==> src/rtl/srx_pkg.sv <==
package srx_pkg;

    typedef enum logic [1:0] {
        FMT_MSB16 = 2'd0,
        FMT_MSB24 = 2'd1,
        FMT_LSB24 = 2'd2,
        FMT_I2S   = 2'd3
    } srx_fmt_e;

    typedef enum logic [1:0] {
        ST_WAIT,
        ST_WORD,
        ST_PAD,
        ST_STREAM
    } srx_state_e;

    typedef enum logic [1:0] {
        SH_HOLD,
        SH_LOAD,
        SH_SHIFT,
        SH_CLEAR
    } srx_shop_e;

endpackage

==> src/rtl/srx_frame_track.sv <==
module srx_frame_track
    import srx_pkg::*;
(
    input  logic     clk,
    input  logic     rst_n,
    input  logic     lrck,
    input  srx_fmt_e fmt,
    output logic     lr_prev,
    output logic     frame_edge,
    output logic     fmt_chg
);

    logic     seen_q;
    srx_fmt_e fmt_q;

    always_ff @(posedge clk) begin
        if (!rst_n) begin
            seen_q  <= 1'b0;
            lr_prev <= 1'b0;
            fmt_q   <= FMT_MSB16;
        end else begin
            seen_q  <= 1'b1;
            lr_prev <= lrck;
            fmt_q   <= fmt;
        end
    end

    always_comb begin
        frame_edge = seen_q && (lrck != lr_prev);
        fmt_chg    = seen_q && (fmt != fmt_q);
    end

    // a detected change means the stored level flips on the next slot
    assert_edge_flips_R2: assert property (@(posedge clk) disable iff (!rst_n)
        frame_edge |=> (lr_prev != $past(lr_prev)));

endmodule

==> src/rtl/srx_ctrl.sv <==
module srx_ctrl
    import srx_pkg::*;
#(
    parameter int WORD_W  = 24,
    parameter int SHORT_W = 16,
    localparam int CNT_W  = $clog2(WORD_W + 1)
)(
    input  logic             clk,
    input  logic             rst_n,
    input  srx_fmt_e         fmt,
    input  logic             frame_edge,
    input  logic             fmt_chg,
    output srx_state_e       state,
    output srx_shop_e        sh_op,
    output logic             cap_en,
    output logic             cap_app,
    output logic [CNT_W-1:0] cap_n
);

    localparam logic [CNT_W-1:0] LIM_LONG  = CNT_W'(WORD_W);
    localparam logic [CNT_W-1:0] LIM_SHORT = CNT_W'(SHORT_W);

    srx_state_e       state_nxt;
    logic [CNT_W-1:0] cnt, cnt_nxt;
    logic [CNT_W-1:0] lim;

    always_comb lim = (fmt == FMT_MSB16) ? LIM_SHORT : LIM_LONG;

    // state register
    always_ff @(posedge clk) begin
        if (!rst_n) begin
            state <= ST_WAIT;
            cnt   <= '0;
        end else begin
            state <= state_nxt;
            cnt   <= cnt_nxt;
        end
    end

    // next state
    always_comb begin
        state_nxt = state;
        unique case (state)
            ST_WAIT, ST_PAD: begin
                if (frame_edge)
                    state_nxt = (fmt == FMT_LSB24) ? ST_STREAM : ST_WORD;
            end
            ST_WORD: begin
                if (frame_edge)
                    state_nxt = (fmt == FMT_LSB24) ? ST_STREAM : ST_WORD;
                else if (CNT_W'(cnt + 1'b1) >= lim)
                    state_nxt = ST_PAD;
            end
            ST_STREAM: state_nxt = ST_STREAM;
        endcase
        if (fmt_chg)
            state_nxt = ST_WAIT;
    end

    // outputs
    always_comb begin
        sh_op   = SH_HOLD;
        cap_en  = 1'b0;
        cap_app = 1'b0;
        cap_n   = cnt;
        cnt_nxt = cnt;
        unique case (state)
            ST_WAIT, ST_WORD, ST_PAD: begin
                if (frame_edge) begin
                    cap_en  = (state != ST_WAIT);
                    cap_app = (state != ST_WAIT) && (fmt == FMT_I2S) && (cnt < lim);
                    unique case (fmt)
                        FMT_I2S:   begin sh_op = SH_CLEAR; cnt_nxt = '0; end
                        FMT_LSB24: begin sh_op = SH_SHIFT; cnt_nxt = '0; end
                        default:   begin sh_op = SH_LOAD;  cnt_nxt = CNT_W'(1); end
                    endcase
                end else if (state == ST_WORD) begin
                    sh_op   = SH_SHIFT;
                    cnt_nxt = CNT_W'(cnt + 1'b1);
                end
            end
            ST_STREAM: begin
                sh_op  = SH_SHIFT;
                cap_n  = LIM_LONG;
                cap_en = frame_edge;
            end
        endcase
        if (fmt_chg) begin
            sh_op   = SH_CLEAR;
            cap_en  = 1'b0;
            cap_app = 1'b0;
            cnt_nxt = '0;
        end
    end

    assert_count_bound_R3: assert property (@(posedge clk) disable iff (!rst_n)
        cnt <= LIM_LONG);

    assert_resync_on_fmt_R8: assert property (@(posedge clk) disable iff (!rst_n)
        fmt_chg |=> state == ST_WAIT);

    assert_stream_only_lsb_R4: assert property (@(posedge clk) disable iff (!rst_n)
        (state == ST_STREAM && !fmt_chg) |-> fmt == FMT_LSB24);

    assert_pad_means_full_R2: assert property (@(posedge clk) disable iff (!rst_n)
        (state == ST_PAD && !fmt_chg) |-> cnt == lim);

endmodule

==> src/rtl/srx_shift.sv <==
module srx_shift
    import srx_pkg::*;
#(
    parameter int WORD_W  = 24,
    localparam int CNT_W  = $clog2(WORD_W + 1)
)(
    input  logic              clk,
    input  logic              rst_n,
    input  srx_shop_e         sh_op,
    input  logic              sd,
    input  logic              cap_app,
    input  logic [CNT_W-1:0]  cap_n,
    output logic [WORD_W-1:0] aligned
);

    localparam logic [CNT_W:0] W_V = (CNT_W + 1)'(WORD_W);

    logic [WORD_W-1:0] sh;
    logic [WORD_W-1:0] raw;
    logic [CNT_W:0]    n_eff;
    logic [CNT_W:0]    amt;

    always_ff @(posedge clk) begin
        if (!rst_n) begin
            sh <= '0;
        end else begin
            unique case (sh_op)
                SH_HOLD:  sh <= sh;
                SH_LOAD:  sh <= {{(WORD_W-1){1'b0}}, sd};
                SH_SHIFT: sh <= {sh[WORD_W-2:0], sd};
                SH_CLEAR: sh <= '0;
            endcase
        end
    end

    always_comb begin
        raw   = cap_app ? {sh[WORD_W-2:0], sd} : sh;
        n_eff = {1'b0, cap_n} + {{CNT_W{1'b0}}, cap_app};
        amt   = (n_eff >= W_V) ? '0 : (W_V - n_eff);
        aligned = raw << amt;
    end

endmodule

==> src/rtl/srx_pair.sv <==
module srx_pair
    import srx_pkg::*;
#(
    parameter int WORD_W = 24
)(
    input  logic              clk,
    input  logic              rst_n,
    input  srx_fmt_e          fmt,
    input  srx_state_e        state,
    input  logic              lr_prev,
    input  logic              cap_en,
    input  logic [WORD_W-1:0] word,
    output logic [WORD_W-1:0] left_out,
    output logic [WORD_W-1:0] right_out,
    output logic              valid
);

    logic [WORD_W-1:0] lhold;
    logic              lhold_vld;
    logic              is_left;

    always_comb is_left = (fmt == FMT_I2S) ? !lr_prev : lr_prev;

    always_ff @(posedge clk) begin
        if (!rst_n) begin
            lhold     <= '0;
            lhold_vld <= 1'b0;
            left_out  <= '0;
            right_out <= '0;
            valid     <= 1'b0;
        end else begin
            valid <= 1'b0;
            if (state == ST_WAIT) begin
                lhold_vld <= 1'b0;
            end else if (cap_en && is_left) begin
                lhold     <= word;
                lhold_vld <= 1'b1;
            end else if (cap_en && lhold_vld) begin
                left_out  <= lhold;
                right_out <= word;
                valid     <= 1'b1;
                lhold_vld <= 1'b0;
            end
        end
    end

    assert_strobe_single_R7: assert property (@(posedge clk) disable iff (!rst_n)
        valid |=> !valid);

    assert_strobe_from_capture_R7: assert property (@(posedge clk) disable iff (!rst_n)
        valid |-> $past(cap_en));

    assert_left_before_right_R9: assert property (@(posedge clk) disable iff (!rst_n)
        valid |-> $past(lhold_vld));

    assert_outputs_hold_R7: assert property (@(posedge clk) disable iff (!rst_n)
        !valid |=> (valid || ($stable(left_out) && $stable(right_out))));

endmodule

==> src/rtl/stereo_ser_rx.sv <==
module stereo_ser_rx
    import srx_pkg::*;
#(
    parameter int WORD_W  = 24,
    parameter int SHORT_W = 16,
    localparam int CNT_W  = $clog2(WORD_W + 1)
)(
    input  logic              clk,
    input  logic              rst_n,
    input  logic [1:0]        fmt,
    input  logic              lrck,
    input  logic              sdata,
    output logic [WORD_W-1:0] left_out,
    output logic [WORD_W-1:0] right_out,
    output logic              valid
);

    srx_fmt_e          fmt_e;
    srx_state_e        state;
    srx_shop_e         sh_op;
    logic              lr_prev;
    logic              frame_edge;
    logic              fmt_chg;
    logic              cap_en;
    logic              cap_app;
    logic [CNT_W-1:0]  cap_n;
    logic [WORD_W-1:0] word;

    always_comb fmt_e = srx_fmt_e'(fmt);

    srx_frame_track u_track (
        .clk        (clk),
        .rst_n      (rst_n),
        .lrck       (lrck),
        .fmt        (fmt_e),
        .lr_prev    (lr_prev),
        .frame_edge (frame_edge),
        .fmt_chg    (fmt_chg)
    );

    srx_ctrl #(.WORD_W(WORD_W), .SHORT_W(SHORT_W)) u_ctrl (
        .clk        (clk),
        .rst_n      (rst_n),
        .fmt        (fmt_e),
        .frame_edge (frame_edge),
        .fmt_chg    (fmt_chg),
        .state      (state),
        .sh_op      (sh_op),
        .cap_en     (cap_en),
        .cap_app    (cap_app),
        .cap_n      (cap_n)
    );

    srx_shift #(.WORD_W(WORD_W)) u_shift (
        .clk     (clk),
        .rst_n   (rst_n),
        .sh_op   (sh_op),
        .sd      (sdata),
        .cap_app (cap_app),
        .cap_n   (cap_n),
        .aligned (word)
    );

    srx_pair #(.WORD_W(WORD_W)) u_pair (
        .clk       (clk),
        .rst_n     (rst_n),
        .fmt       (fmt_e),
        .state     (state),
        .lr_prev   (lr_prev),
        .cap_en    (cap_en),
        .word      (word),
        .left_out  (left_out),
        .right_out (right_out),
        .valid     (valid)
    );

    // nothing is presented while reset holds
    assert_reset_quiet_R1: assert property (@(posedge clk)
        !rst_n |=> (!valid && left_out == '0 && right_out == '0));

endmodule

==> config.mk <==
export PLATFORM = sky130hd
export DESIGN_NAME = stereo_ser_rx
export DESIGN_NICKNAME = d
export VERILOG_FILES = /design/src/rtl/srx_pkg.sv /design/src/rtl/srx_frame_track.sv /design/src/rtl/srx_ctrl.sv /design/src/rtl/srx_shift.sv /design/src/rtl/srx_pair.sv /design/src/rtl/stereo_ser_rx.sv
export SDC_FILE = /design/constraint.sdc
export NUM_CORES = 1
export LEC_CHECK = 0
export BUFFER_PORTS_ARGS = -buffer_cell sky130_fd_sc_hd__buf_2
export CORE_ASPECT_RATIO = 0.8
export CORE_UTILIZATION = 51
export CTS_CLUSTER_SIZE = 24
export DETAILED_ROUTE_END_ITERATION = 10
export GPL_TIMING_DRIVEN = 0
export PLACE_DENSITY = 0.7
export SLEW_MARGIN = 20
export SYNTH_ARGS = -nofsm -noshare
export SYNTH_HDL_FRONTEND = slang
export SYNTH_SLANG_ARGS = --single-unit
==> constraint.sdc <==
create_clock -name clk -period 4.6 [get_ports clk]
set_clock_uncertainty 0.2 [all_clocks]
set_input_delay 0 -clock clk [delete_from_list [all_inputs] [get_ports clk]]
set_output_delay 0 -clock clk [all_outputs]
set_load 0.05 [all_outputs]
## Word-level counts from Yosys, hierarchy flattened

Index checks and enable logic that the tools add are counted.

- Add/sub/neg operators: 3
- Multiply operators: 0
- Divide/modulo/power cells: 0
- Magnitude comparators: 3
- Equality and inequality tests: 12
- Shifts and indexed selects: 1
- Mux-type cells: 29
- Bitwise logic cells: 3
- Reductions and logical operators: 23

Operators by type and width:

| operator | number |
|---|---|
| 24-bit one-hot mux with 3 select lines | 1 |
| 24-bit two-way mux | 1 |
| 24-bit by 6-bit left shift with 24-bit output | 1 |
| 5-bit two-way mux | 3 |
| 2-bit two-way mux | 7 |
| 2-bit == test (second input constant) | 6 |
| 1-bit two-way mux | 11 |
| 2-bit one-hot mux with 2 select lines | 2 |
| 2-bit OR reduction | 4 |
| 5-bit by 1-bit adder with 6-bit output | 1 |
| 6-bit by 5-bit >= comparator with 1-bit output (second input constant) | 1 |
| 1-bit logical AND | 6 |
| 2-bit zero test | 3 |
| 6-bit two-way mux | 1 |
| 2-bit one-hot mux with 3 select lines | 1 |
| 2-bit AND reduction | 3 |
| 2-bit nonzero test | 3 |
| 3-bit OR reduction | 2 |
| 5-bit by 6-bit subtractor with 6-bit output (first input constant) | 1 |
| 5-bit by 1-bit adder with 5-bit output (second input constant) | 1 |
| 5-bit >= comparator | 1 |
| 5-bit < comparator | 1 |
| 2-bit by 1-bit == test with 1-bit output (second input constant) | 2 |
| 4-bit two-way mux | 1 |
| 8 further kinds | 10 |

- Flip-flop bits (word level): 109
- Bits in latches: 0
- RAM bits: 0
- Bits in read-only memories: 0
- Input bits: 6
- Word-level logic and storage cells: 85
- Memories: 0

## Depth between registers and ports, before layout

Gate-level depths: netlist of run 1.

- Depth after elaboration: 11
- Mapped depth: 22
- Mapped depth without buffers: 16

## Modules after synthesis

Synthesis of run 1 repeated with hierarchy kept, for this count alone.

- Cell total of the unflattened synthesis: 697
- Area total of the unflattened synthesis: 6109.6 um^2

By module, submodules not included:

| module | instances | cells each | area an instance (um^2) |
|---|---|---|---|
| srx_pair | 1 | 269 | 2751.4 |
| srx_shift | 1 | 346 | 2671.3 |
| srx_ctrl | 1 | 70 | 546.8 |
| srx_frame_track | 1 | 12 | 140.1 |

## Least setup slack after synthesis of run 1

Ideal clock, no wire load.

- Path type: register -> register
- Start: register u_ctrl.state[1]
- End: register u_pair.lhold[6]
- Arrival time: 3.925 ns
- Required time: 4.330 ns
- Setup slack: 0.405 ns
- Stages on the path, launching flop included: 22
- Path buffers: 6
- Period minus slack after synthesis: 4.195 ns
- Path through: dfxtp_1 buf_2 xor2_1 and4_1 buf_2 nand2_1 inv_2 buf_4 buf_4 ha_1 ha_1 inv_1 ha_1 clkbuf_1 and3_1 buf_2 nand3_1 nand3_1 nand2_1 a221o_1 or3_1 a21oi_1

- Cells in the longest elaborated chain, start to end: 10

RTL lines:

| what | line | RTL |
|---|---|---|
| start: declaration | srx_ctrl.sv:13 | `output srx_state_e state,` |
| start signal: assignment | srx_ctrl.sv:35 | `state <= state_nxt;` |
| 2-bit nonzero test | srx_ctrl.sv:70, srx_ctrl.sv:71 |  |
| 1-bit logical AND (2 in series) | srx_ctrl.sv:71 | `cap_app = (state != ST_WAIT) && (fmt == FMT_I2S) && (cnt < lim);` |
| 1-bit two-way mux | srx_ctrl.sv:69 | `if (frame_edge) begin` |
| 1-bit two-way mux | srx_ctrl.sv:67 | `unique case (state)` |
| 1-bit two-way mux | srx_ctrl.sv:88 | `if (fmt_chg) begin` |
| 5-bit by 1-bit adder with 6-bit output | srx_shift.sv:38 | `n_eff = {1'b0, cap_n} + {{CNT_W{1'b0}}, cap_app};` |
| 5-bit by 6-bit subtractor with 6-bit output / 6-bit by 5-bit >= comparator with 1-bit output (equally long branches) | srx_shift.sv:39 | `amt = (n_eff >= W_V) ? '0 : (W_V - n_eff);` |
| 6-bit two-way mux | srx_shift.sv:39 |  |
| 24-bit by 6-bit left shift with 24-bit output | srx_shift.sv:40 | `aligned = raw << amt;` |
| end signal: assignment | srx_pair.sv:36 | `lhold <= word;` |
| end: declaration | srx_pair.sv:18 | `logic [WORD_W-1:0] lhold;` |

Parallel ways exist; a longest one is shown, timed or not.
A chain may end at the register's enable or synchronous reset.

## Final worst setup path of run 1

- Start: register u_ctrl.state[1]
- End: register u_pair.lhold[17]

Same word-level chain as after synthesis.

==> results of run 1 <==
-- critical path, cell delays in order (launching register included) --
cell and delay (ps):
dfxtp_1 300, buf_4 150, xor2_1 160, and4_1 230
buf_6 140, nand2_1 90, inv_2 50, buf_6 150
buf_8 160, ha_4 180, ha_1 170, clkbuf_4 180
and3b_2 250, o221a_4 290, buf_4 190, buf_6 160
o21ai_2 320, a31oi_1 160, a22oi_2 320, nor3_1 130
a221oi_4 310, a21oi_1 120
-- area by class of cell --
class                      instances  area (sq um)  share of cell area (%)
multi-input combinational        645          4090                    54.0
sequential                       109          2180                    28.8
timing repair buffer              69           398                    5.25
buffer                            67           370                    4.89
clock buffer                       9           225                    2.97
tap                              148           185                    2.44
clock inverter                     7          91.3                    1.20
inverter                          10          37.5                   0.495
-- timing repair --
action	in CTS	in global routing
setup endpoints to repair	48	48
hold endpoints to repair	15	0
cloned	0	0
pin swaps	7	8
gates resized for setup	34	58
hold buffers	5	0
setup buffers	4	7
-- cells in the mapped netlist, drive strengths merged (7+ instances only) --
| cell | count |
|---|---|
| clkbuf | 39 |
| buf | 30 |
| nor2 | 54 |
| a21oi | 73 |
| a22oi | 26 |
| o31ai | 7 |
| a211oi | 17 |
| a311oi | 8 |
| o211ai | 12 |
| nor3 | 19 |
| inv | 10 |
| dfxtp | 109 |
| nand3 | 86 |
| and2 | 8 |
| o22a | 8 |
| nand4 | 14 |
| a31oi | 27 |
| o21ai | 62 |
| nand2 | 121 |
-- sequential cells by signal, indices dropped and copies added (netlist names), 2 cells and up --
name / count
u_ctrl.state: 2
u_ctrl.cnt: 5
u_pair.lhold: 24
u_pair.left_out: 24
u_track.fmt_q: 2
u_pair.right_out: 24
u_shift.sh: 24
-- worst paths after layout --
path / cells past startpoint / end / slack (ps)
worst min-delay path: 6 / u_ctrl.state[0] / 160
worst max register to register: 21 / u_pair.lhold[17] / 40
worst min register to register: 2 / u_pair.left_out[3] / 250
worst max-delay path: 21 / u_pair.lhold[17] / 40
-- power groups by stage --
| stage | clock network (mW) | registers (mW) | logic (mW) |
|---|---|---|---|
| floorplan | 0 | 0.973 | 0.150 |
| global placement | 0 | 0.974 | 0.210 |
| detailed placement | 0 | 0.974 | 0.212 |
| CTS | 0.819 | 0.952 | 0.233 |
| global route | 0.858 | 0.953 | 0.276 |
| finish | 0.817 | 0.952 | 0.262 |
-- kinds of logic (layout without fill, tap and decap cells) --
logic type / count (synthesis) / count (layout)
compound gates: 284 / 284
xor+xnor: 10 / 10
fa+ha+maj: 6 / 6
buf+inv: 79 / 162
flops: 109 / 109
mux: 9 / 9
simple gates: 336 / 336
-- per-layer routing --
layer / track usage, % / vias up
met5: 0 / -
met4: 9.82 / 0
met3: 7.11 / 64
met2: 53.5 / 437
met1: 49.0 / 3442
li1: - / 3252
==> impl_metrics.ini, run 1 <==
[final_layout]
final_cells = 1064
n_antenna_cell = 0
nets = 923
drive_gt1_share_pct = 20.6
final_cell_mix = nand2_1, dfxtp_1, nand3_1
final_common_cell = nand2_1
fill_cells = 1050
final_util_pct = 64.6
finish.instance_area_sq_um = 7580
area_growth_syn_to_layout_pct = 21.1

[power]
netSwitchingFraction_pct = 29.9
power_mw = 2.03
power_frac_seq_pct = 46.9
power.internal_mw = 1.42
p_sw_mw = 0.608
power_leakage_nw = 2.65
p_per_area_nw_per_um2 = 268
peakVddDrop_uv = 185
power_frac_clock_pct = 40.2
p_comb_share_pct = 12.9

[route]
vias_per_cell = 6.76
wl_met2_um = 9590
drtPass1Iterations = 6
met1_length_um = 9750
drc = 0
drt_iter0_drc = 853
wl_per_cell_um = 21.0
wirelength_um = 22300
drtAntennaViolNets = 0
via_count = 7195
top_layer_used = met4
wl_met3_um = 2470

[floorplanning]
fp.coreArea_sq_um = 11700
die-area_sq_um = 12700
io_pins = 55
row_count = 35
die_h_um = 101
start_util_pct = 53.3
die_x_um = 126

[grt]
grt_pass1_wl_um = 34500
first_global_vias = 6345
grt_max_degree = 23
antenna_found_initial = 0
overflow = 0
track_usage_pct = 34.6

[logic_synthesis]
synthesis.area_sq_um = 6260
ys_types = 68
ys_ff_latch = 109
synth_top_family_by_area = compound AO/OA/AOI/OAI gates
synth_area_leaders = dfxtp_1, nand2_1, nand3_1, a21oi_1, o21ai_0
muxShareOfSynthArea_pct = 1.52
synth_fa_ha_area_share_pct = 1.20
synth-compound-area-share_pct = 30.1
ys_seq_area_share_pct = 34.9
netlist_instances = 833
synth-edff-count = 0
avgSynthCellArea_sq_um = 7.52
yosys.area_share.xor_xnor_pct = 1.40
ys_warn_count = 0
yosysTopAreaCellShare_pct = 34.9
synthArstFlopShare_pct = 0
synth_fp_nets = 845
synth_area_leader_cell = dfxtp_1
synth-simple-area-share_pct = 25.2
synth_ff_type = dfxtp_1

[setup_path]
path_class = register to register
timing.rr.start = u_ctrl.state[1]
startpoint_type = register
crit_fanout = 10
crit_path_end_kind = register
crit_start = u_ctrl.state[1]
cp_data_arrival_time_ps = 4580
worstPathRequired_ps = 4620

[clocking]
clock_sinks = 109
cts_root_buf = clkbuf_16
cts_buffer_depth = 2
cts_tree = yes
cts_made_buffers = 9
cts.clk_slew.worst_paths_ps = 90
htreeDepth = 3
clkLatencyLatePin_ps = 360

[timing]
setup_violations = 0
maxSlewViolCount = 0
post-route-period-util_pct = 99.1
fin_tns_setup_ps = 0
holdWs_ps = 159
final-hold-violation-count = 0
period_needed_ps = 4560
slew_headroom_pct = 23.6
setup_ws_ps = 43.6
worst_pin_slew_ps = 1140
fmax_mhz = 219

[placed_design]
dpl.hpwl_um = 16200
placedCellCount = 1034
port_buffers = 53
dp_worst_setup_slack_ps = -666
gp_congestion = 1.02
dpl_cell_area_sq_um = 6720

[min_path]
hp-class = input port to register
min-delay-start = fmt[0]

[flow_run]
cap_violations = 0

[run_status]
outcome = finished, final reports clean
No activity file was read; power rests on OpenSTA's default activity.
==> run 2: changes to the inputs <==
--- a/config.mk
+++ b/config.mk
@@ -5,13 +5,14 @@
 export SDC_FILE = /design/constraint.sdc
 export NUM_CORES = 1
 export LEC_CHECK = 0
-export BUFFER_PORTS_ARGS = -buffer_cell sky130_fd_sc_hd__buf_2
 export CORE_ASPECT_RATIO = 0.8
+export CORE_MARGIN = 4
 export CORE_UTILIZATION = 51
 export CTS_CLUSTER_SIZE = 24
 export DETAILED_ROUTE_END_ITERATION = 10
+export DONT_BUFFER_PORTS = 1
 export GPL_TIMING_DRIVEN = 0
-export PLACE_DENSITY = 0.7
+export PLACE_DENSITY = 0.66
 export SLEW_MARGIN = 20
 export SYNTH_ARGS = -nofsm -noshare
 export SYNTH_HDL_FRONTEND = slang
==> run 2 against run 1 <==
First-iteration DRC count is 18% lower. Die area up 11%. Global-route usage decreased by 2.8 points. Highest routed layer unchanged. Routed wire length up 0.95%.
==> impl_metrics.ini, run 2 (synthesized netlist as in run 1, its figures left out) <==
[route]
vias_per_cell = 6.81
wl_per_cell_um = 22.0
drtAntennaViolNets = 0
via_count = 6973
drc = 0
wirelength_um = 22600
drt_iter0_drc = 698
drtPass1Iterations = 6

[setup_path]
worst_r2r_path_depth = 19
timing.rr.end = u_pair.lhold[12]
path_depth = 19
slowest_delay_ps = 800
critPathTopFamily = compound AO/OA/AOI/OAI gates
reg2reg_slack_ps = 50
crit_path_end_kind = register
path_common_cell = buf_6
timing.rr.start = u_ctrl.state[1]
startpoint_type = register
cp_data_arrival_time_ps = 4610
worstPathRequired_ps = 4660
slowest_stage = o211ai_1
cp_cell_sequence = buf_6 -> xor2_2 -> and4_1 -> buf_6 -> nand2_2 -> inv_2 -> buf_6 -> buf_8 -> ha_4 -> ha_1 -> inv_1 -> ha_2 -> nand2b_1 -> mux2i_1 -> o211ai_1 -> nand2_1 -> a31oi_1 -> nor3_2 -> o31ai_1
cp.buffers_inverters = 6
crit_fanout = 10
path_class = register to register

[min_path]
hp-class = input port to register
min-delay-start = fmt[0]
whs_endpoint = u_shift.sh[0]
hold_path_depth = 5

[timing]
setup_violations = 0
period_needed_ps = 4550
final-hold-violation-count = 0
worst_pin_slew_ps = 1010
setup_ws_ps = 50.3
slew_headroom_pct = 32.5
fin_tns_setup_ps = 0
post-route-period-util_pct = 98.9
fmax_mhz = 220
maxSlewViolCount = 0

[floorplanning]
die-area_sq_um = 14100
die_x_um = 132
io_pins = 55
row_count = 35
die_h_um = 107
fp.coreArea_sq_um = 11700
start_util_pct = 53.3

[grt]
antenna_found_initial = 1
overflow = 0
grt_pass1_wl_um = 36100
grt_max_degree = 21
first_global_vias = 6566
track_usage_pct = 31.8

[final_layout]
multiInputGateArea_sq_um = 4060
drive_gt1_share_pct = 16.2
nets = 882
area_growth_syn_to_layout_pct = 17.8
fill_cells = 1096
final_cell_mix = nand2_1, dfxtp_1, nand3_1
ff_latch_area_sq_um = 2180
final_common_cell = nand2_1

[clocking]
clock_sinks = 109
cts_tree = yes
cts.clk_slew.worst_paths_ps = 80
cts_made_buffers = 9
cts_root_buf = clkbuf_16
clkLatencyLatePin_ps = 360
htreeDepth = 3
cts_buffer_depth = 2

[placed_design]
port_buffers = 0
dpl.hpwl_um = 16600
dp_worst_setup_slack_ps = -765
gp_congestion = 0.975

[flow_run]
cap_violations = 0

[power]
peakVddDrop_uv = 192
power_frac_seq_pct = 47.7
power_leakage_nw = 2.39
netSwitchingFraction_pct = 28.9
power.internal_mw = 1.42
power_mw = 2.00
p_sw_mw = 0.578
p_comb_share_pct = 13.8
power_frac_clock_pct = 38.5
p_per_area_nw_per_um2 = 271

[run_status]
outcome = finished, final reports clean
## run 2: changes by cell type in the layout (fill, tap and decap cells not counted), moves of 3 or more
| cell | change |
|---|---|
| a2111oi_1 | +3 |
| a2111oi_2 | -3 |
| buf_2 | -56 |
| buf_4 | +13 |
| nand3_1 | +4 |
| nand3_2 | -4 |
## run 2: worst min-delay path, cell delays in order
cell     delay, ps
xnor2_2        120
nand2_1        100
nand2_1        110
a32oi_1        100
nor2_1          90
## run 2: area by class of cell
| type | instances | area share (%) |
|---|---|---|
| diodes | 1 | 0.0339 |
| plain buffers | 67 | 5.18 |
| inverters | 10 | 0.509 |
| repair buffers | 28 | 3.19 |
| clock buffers | 10 | 3.11 |
| well taps | 148 | 2.51 |
| flip-flops and latches | 109 | 29.6 |
| multi-input cells | 645 | 55.0 |
| clock inverters | 6 | 0.848 |
## run 2: worst max-delay path by stage
stage                      endpoint  slack, ps             from
6_report           u_pair.lhold[12]         50  u_ctrl.state[1]
3_5_place_dp   u_pair.right_out[17]       -770  u_track.lr_prev
4_1_cts            u_pair.lhold[16]         30  u_ctrl.state[1]
5_1_grt             u_pair.lhold[6]        -20    u_ctrl.cnt[4]
3_3_place_gp       u_pair.lhold[17]       -800  u_track.lr_prev
2_1_floorplan       u_pair.lhold[6]        400  u_ctrl.state[1]
## run 2: per-layer routing
layer | track usage [%] | up-vias | routed length (um)
li1 | - | 3169 | -
met1 | 45.0 | 3331 | 9790
met2 | 49.3 | 426 | 9780
met3 | 7.27 | 47 | 2600
met4 | 7.42 | 0 | 400
met5 | 0 | - | 0
## run 2: power groups by stage
stage          Clock, mW  Combinational (mW)  Sequential (mW)
2_1_floorplan          0               0.150            0.973
3_3_place_gp           0               0.211            0.974
3_5_place_dp           0               0.213            0.974
4_1_cts            0.779               0.243            0.952
5_1_grt            0.823               0.289            0.954
6_report           0.770               0.275            0.953
## run 2: metrics by stage
step,cell area [sq um],hold WS (ps),std cells,utilization (%)
floorplan,6260,-172,833,-
global placement,6450,-170,981,54.9
detailed placement,6450,-170,981,55.0
CTS,7100,19.4,1014,60.5
global route,7370,25.9,1024,62.8
finish,7370,2.81,1024,62.8
## run 2: repair_timing
action                                 CTS  global route
endpoints found under the hold margin   94             0
resized for setup                       41            57
pin swaps                               11             6
setup endpoints to repair               48            48
buffers inserted                        14             9
hold buffers                             5             0
